<file path="src/rtl/wor_pkg.sv">
package wor_pkg;
  // event report produced when a low window closes
  typedef struct packed {
    logic valid;
    logic self;
  } wor_rec_t;
endpackage

</file>
<file path="src/rtl/wor_line_mon.sv">
module wor_line_mon #(
  parameter int PULSE_LEN = 3,
  parameter int CW = $clog2(PULSE_LEN + 1)
) (
  input  logic          clk,
  input  logic          rst_n,
  input  logic          line_low,
  output logic [CW-1:0] cnt_q,
  output logic [CW-1:0] cnt_nx,
  output logic          first_low,
  output logic          last_low,
  output logic          det_q
);
  localparam logic [CW-1:0] LEN_C = CW'(PULSE_LEN);

  // consecutive low samples, saturating at the window length
  always_comb begin
    if (!line_low)            cnt_nx = '0;
    else if (cnt_q == LEN_C)  cnt_nx = LEN_C;
    else                      cnt_nx = cnt_q + CW'(1);
  end

  assign first_low = line_low && (cnt_q == '0);
  assign last_low  = line_low && (cnt_q == LEN_C - CW'(1));

  always_ff @(posedge clk or negedge rst_n) begin
    if (!rst_n) begin
      cnt_q <= '0;
      det_q <= 1'b0;
    end else begin
      cnt_q <= cnt_nx;
      det_q <= first_low;
    end
  end

  AST_WINDOW_CLOSES: assert property (@(posedge clk) disable iff (!rst_n)
    (cnt_q == LEN_C) |-> !line_low);
  AST_STROBE_SINGLE: assert property (@(posedge clk) disable iff (!rst_n)
    det_q |=> !det_q);
endmodule

</file>
<file path="src/rtl/wor_drv_timer.sv">
module wor_drv_timer #(
  parameter int PULSE_LEN = 3,
  parameter int CW = $clog2(PULSE_LEN + 1)
) (
  input  logic          clk,
  input  logic          rst_n,
  input  logic          req,
  input  logic [CW-1:0] cnt_nx,
  output logic          drive
);
  localparam logic [CW-1:0] LEN_C = CW'(PULSE_LEN);

  logic [CW-1:0] left_q, left_d;

  // start fresh, join with the remaining clocks, or merge silently
  always_comb begin
    if (left_q != '0)                  left_d = left_q - CW'(1);
    else if (req && cnt_nx != LEN_C)   left_d = LEN_C - cnt_nx;
    else                               left_d = '0;
  end

  always_ff @(posedge clk or negedge rst_n) begin
    if (!rst_n) left_q <= '0;
    else        left_q <= left_d;
  end

  assign drive = (left_q != '0);

  AST_REQ_NO_EXTEND: assert property (@(posedge clk) disable iff (!rst_n)
    (drive && req) |=> (left_q < $past(left_q)));
endmodule

</file>
<file path="src/rtl/wor_event_log.sv">
module wor_event_log
  import wor_pkg::*;
#(
  parameter int PULSE_LEN = 3,
  parameter int CW = $clog2(PULSE_LEN + 1)
) (
  input  logic          clk,
  input  logic          rst_n,
  input  logic [CW-1:0] cnt_nx,
  input  logic          last_low,
  input  logic          drive,
  input  logic          log_en,
  output logic          flush,
  output wor_rec_t      rec
);
  logic mine_q;

  always_ff @(posedge clk or negedge rst_n) begin
    if (!rst_n) begin
      mine_q <= 1'b0;
      flush  <= 1'b0;
      rec    <= '0;
    end else begin
      mine_q    <= (cnt_nx == '0 || last_low) ? 1'b0 : (mine_q | drive);
      flush     <= last_low;
      rec.valid <= last_low && log_en;
      rec.self  <= last_low && (mine_q | drive);
    end
  end

  AST_FLUSH_SINGLE: assert property (@(posedge clk) disable iff (!rst_n)
    flush |=> !flush);
  AST_REC_WITH_FLUSH: assert property (@(posedge clk) disable iff (!rst_n)
    rec.valid |-> flush);
endmodule

</file>
<file path="src/rtl/wor_err_agent.sv">
module wor_err_agent
  import wor_pkg::*;
#(
  parameter int PULSE_LEN = 3
) (
  input  logic clk,
  input  logic rst_n,
  input  logic err_req,
  input  logic line_n,
  input  logic log_en,
  output logic drive_low,
  output logic evt_strobe,
  output logic flush_pulse,
  output logic rec_valid,
  output logic rec_self
);
  localparam int CW = $clog2(PULSE_LEN + 1);
  localparam logic [CW-1:0] LEN_C = CW'(PULSE_LEN);

  logic [CW-1:0] cnt_q, cnt_nx;
  logic          first_low, last_low;
  wor_rec_t      rec;

  wor_line_mon #(.PULSE_LEN(PULSE_LEN), .CW(CW)) u_mon (
    .clk(clk), .rst_n(rst_n), .line_low(!line_n),
    .cnt_q(cnt_q), .cnt_nx(cnt_nx),
    .first_low(first_low), .last_low(last_low), .det_q(evt_strobe)
  );

  wor_drv_timer #(.PULSE_LEN(PULSE_LEN), .CW(CW)) u_timer (
    .clk(clk), .rst_n(rst_n), .req(err_req),
    .cnt_nx(cnt_nx), .drive(drive_low)
  );

  wor_event_log #(.PULSE_LEN(PULSE_LEN), .CW(CW)) u_log (
    .clk(clk), .rst_n(rst_n), .cnt_nx(cnt_nx), .last_low(last_low),
    .drive(drive_low), .log_en(log_en), .flush(flush_pulse), .rec(rec)
  );

  assign rec_valid = rec.valid;
  assign rec_self  = rec.self;

  AST_DRIVE_PULLS: assert property (@(posedge clk) disable iff (!rst_n)
    drive_low |-> !line_n);
  AST_DRIVE_ENDS_AT_CLOSE: assert property (@(posedge clk) disable iff (!rst_n)
    $fell(drive_low) |-> (cnt_q == LEN_C));
  AST_FLUSH_AFTER_STROBE: assert property (@(posedge clk) disable iff (!rst_n)
    flush_pulse |-> !evt_strobe);
endmodule

</file>
<file path="config.mk">
export PLATFORM = sky130hd
export DESIGN_NAME = wor_err_agent
export DESIGN_NICKNAME = d
export VERILOG_FILES = /design/src/rtl/wor_pkg.sv /design/src/rtl/wor_line_mon.sv /design/src/rtl/wor_drv_timer.sv /design/src/rtl/wor_event_log.sv /design/src/rtl/wor_err_agent.sv
export SDC_FILE = /design/constraint.sdc
export NUM_CORES = 1
export LEC_CHECK = 0
export BUFFER_PORTS_ARGS = -buffer_cell sky130_fd_sc_hd__buf_2
export CORE_AREA = 2 2 39 41
export DETAILED_ROUTE_END_ITERATION = 10
export DIE_AREA = 0 0 41 43
export SYNTH_ARGS = -nofsm -noshare
export SYNTH_HDL_FRONTEND = slang
export SYNTH_SLANG_ARGS = --single-unit
</file>
<file path="constraint.sdc">
create_clock -name clk -period 0.95 [get_ports clk]
set_clock_uncertainty 0.15 [all_clocks]
set_input_delay 0.19 -clock clk [delete_from_list [all_inputs] [get_ports clk]]
set_output_delay 0.19 -clock clk [all_outputs]
set_load 0.03 [all_outputs]
</file>
==> flow_summary.json <==
{
  "crit_type": "reg -> out",
  "use_met2": 0.138,
  "nets": 51,
  "hold_path.class": "in -> reg",
  "rsz0062_at_grt": "yes",
  "worst_pin_slew_ns": 0.206,
  "synthDistinctLibCells": 14,
  "numCtsBuffers": 3,
  "timing.slew.headroom": 0.863,
  "vias_per_cell": 4.15,
  "yosysSeqAreaShare": 0.659,
  "syn-num-nets": 31,
  "netlist_area_sq_um": 342,
  "postLayoutCoreUtil": 0.387,
  "rows": 14,
  "drive_above_1_share": 0.600,
  "crit_arrival_ns": 1.02,
  "antenna_cells": 0,
  "wirelength_microns": 621,
  "ys_warn_count": 0,
  "violations": "setup timing",
  "clk_path_buf_depth": 2,
  "setup_viol": 11,
  "drt_iter0_markers": 1,
  "grt-ovfl-total": 0,
  "portBuffers": 9,
  "finalHoldWorstSlack_ns": 0.00438,
  "powerDensity_nw_per_um2": 2640,
  "grt_max_degree": 10,
  "synth_top_family_by_area": "simple AND/OR/NAND/NOR gates",
  "vdd_drop_max_v": 0.00134,
  "power_mw": 1.42,
  "crit_slowest_cell": "dfrtp_1",
  "final_common_cell": "dfrtp_1",
  "cts_tree": "built",
  "fp.dieH_microns": 43,
  "grt_pass1_vias": 268,
  "final_hold_viol_count": 0,
  "synth-seq-cells": 9,
  "grt.met1_usage": 0.113,
  "period_needed_ns": 1.36,
  "critPathLaunchType": "flip-flop",
  "fin_ws_ns": -0.410,
  "grt_pass1_wl_mm": 1.12,
  "syn_to_final_growth_pct": 56.8,
  "pin_count": 10,
  "cts_num_sinks": 9,
  "drv_slew": 0,
  "synth.area.mux_share": 0,
  "timing.final.crit_share": 1.43,
  "die_w_microns": 41,
  "vias": 253,
  "syn_avg_cell_area_sq_um": 13.1,
  "use_met3": 0.0785,
  "critPathRequiredTime_ns": 0.61,
  "fmax_mhz": 735,
  "p_leak_nw": 0.255,
  "wl_per_cell_microns": 10.2,
  "cp_slowest_stage_delay_ns": 0.37,
  "critPathBufInv": 1,
  "grt_usage": 0.103,
  "cts_hold_buf": 1,
  "synthCells": 26,
  "htreeDepth": 1,
  "drc_errors": 0,
  "firstDrtPassIters": 2,
  "clk_pin_slew_ns": 0.06,
  "final_cell_mix": "dfrtp_1 (8), buf_6 (6), buf_2 (4), buf_4 (4), clkbuf_4 (3)",
  "crit_chain": "or2_4, buf_6",
  "path_max_fanout": 2,
  "clockRootBuffer": "clkbuf_4",
  "antenna_found_initial": 0,
  "max_cap_violations": 0,
  "start_util": 0.247,
  "dp_hpwl_microns": 406,
  "die_area_sq_um": 1760,
  "gp_congestion": 0.636,
  "synth-xor-area-share": 0,
  "drtAntennaViolNets": 0,
  "grt.busiest_layer": "met2",
  "critPathTopFamily": "flip-flops",
  "cp-end-kind": "primary output",
  "synth_compound_area_frac": 0.0989,
  "synthSimpleGateAreaFrac": 0.220,
  "synthAdderAreaFrac": 0,
  "fp.coreArea_sq_um": 1380,
  "outcome": "complete, but fails checks",
  "clkLatencyLatePin_ns": 0.25
}
==> final timing paths <==
check | from | to | slack (ns) | depth (start not counted)
worst min-delay path | log_en | u_log.rec[1] | 0.004 | 2
min in group asynchronous | rst_n | u_log.flush | 0.17 | 2
worst max register to register | u_timer.left_q[1] | u_timer.left_q[1] | -0.33 | 4
worst max-delay path | u_timer.left_q[1] | drive_low | -0.41 | 2
worst min register to register | u_mon.cnt_q[1] | u_mon.det_q | 0.35 | 1
max in group asynchronous | rst_n | u_mon.cnt_q[0] | 0.29 | 2
==> cells in the mapped netlist <==
library cell,count,share of area
inv_2,1,0.011
o31ai_2,2,0.073
dfrtp_1,9,0.66
nor3_1,2,0.029
nor2_2,1,0.018
nor2_1,3,0.033
inv_1,1,0.011
nand2_1,1,0.011
or2_4,1,0.026
and2_1,1,0.018
a21oi_2,1,0.026
nand2b_1,1,0.018
nor2b_1,1,0.018
nor3_4,1,0.048
==> through the flow <==
| step | setup slack [ns] | cell area, sq um | std cells | setup TNS (ns) |
|---|---|---|---|---|
| after floorplan | -0.159 | 344 | 26 | -0.547 |
| after global routing | -0.444 | 536 | 61 | -2.54 |
| final | -0.410 | 536 | 61 | -2.05 |
| after detailed placement | -0.190 | 424 | 53 | -0.584 |
| after CTS | -0.424 | 513 | 60 | -1.86 |
| after global placement | -0.181 | 424 | 53 | -0.558 |
==> final cells by class <==
type / count / area [sq um]
multi-input combinational: 15 / 128
clock buffer: 4 / 26.3
tap: 16 / 20.0
inverter: 2 / 7.51
fill: 142 / 848
timing repair buffer: 15 / 128
sequential: 9 / 226
==> routing by layer <==
layer,vias up,share of wire
li1,124,-
met5,-,0
met2,13,0.45
met1,113,0.42
met3,3,0.12
met4,0,0.013
==> timing repair <==
action	in CTS	in global routing
setup buffers	2	1
resized for setup	12	3
endpoints found under the setup margin	10	12
pin swaps	3	0
endpoints found under the hold margin	10	1
==> logic make-up after synthesis <==
family / Yosys count
simple gates: 12
compound gates: 3
flops: 9
buf+inv: 2
==> power by group <==
part | leakage [nW] | switching [mW] | internal (mW)
clock | 0.0150 | 0.125 | 0.161
sequential | 0.116 | 0.0454 | 0.456
combinational | 0.124 | 0.288 | 0.341
==> registers in the layout (all words and copies together) (netlist names) <==
register        flops
u_log.flush         1
u_log.mine_q        1
u_log.rec           2
u_mon.cnt_q         2
u_mon.det_q         1
u_timer.left_q      2
==> worst reg2reg max path, stage by stage (launching register included) <==
cell     delay (ns)
dfrtp_1        0.37
or2_4          0.26
buf_4          0.13
buf_6          0.12
o31ai_4        0.16
No activity file was read; power rests on OpenSTA's default activity.
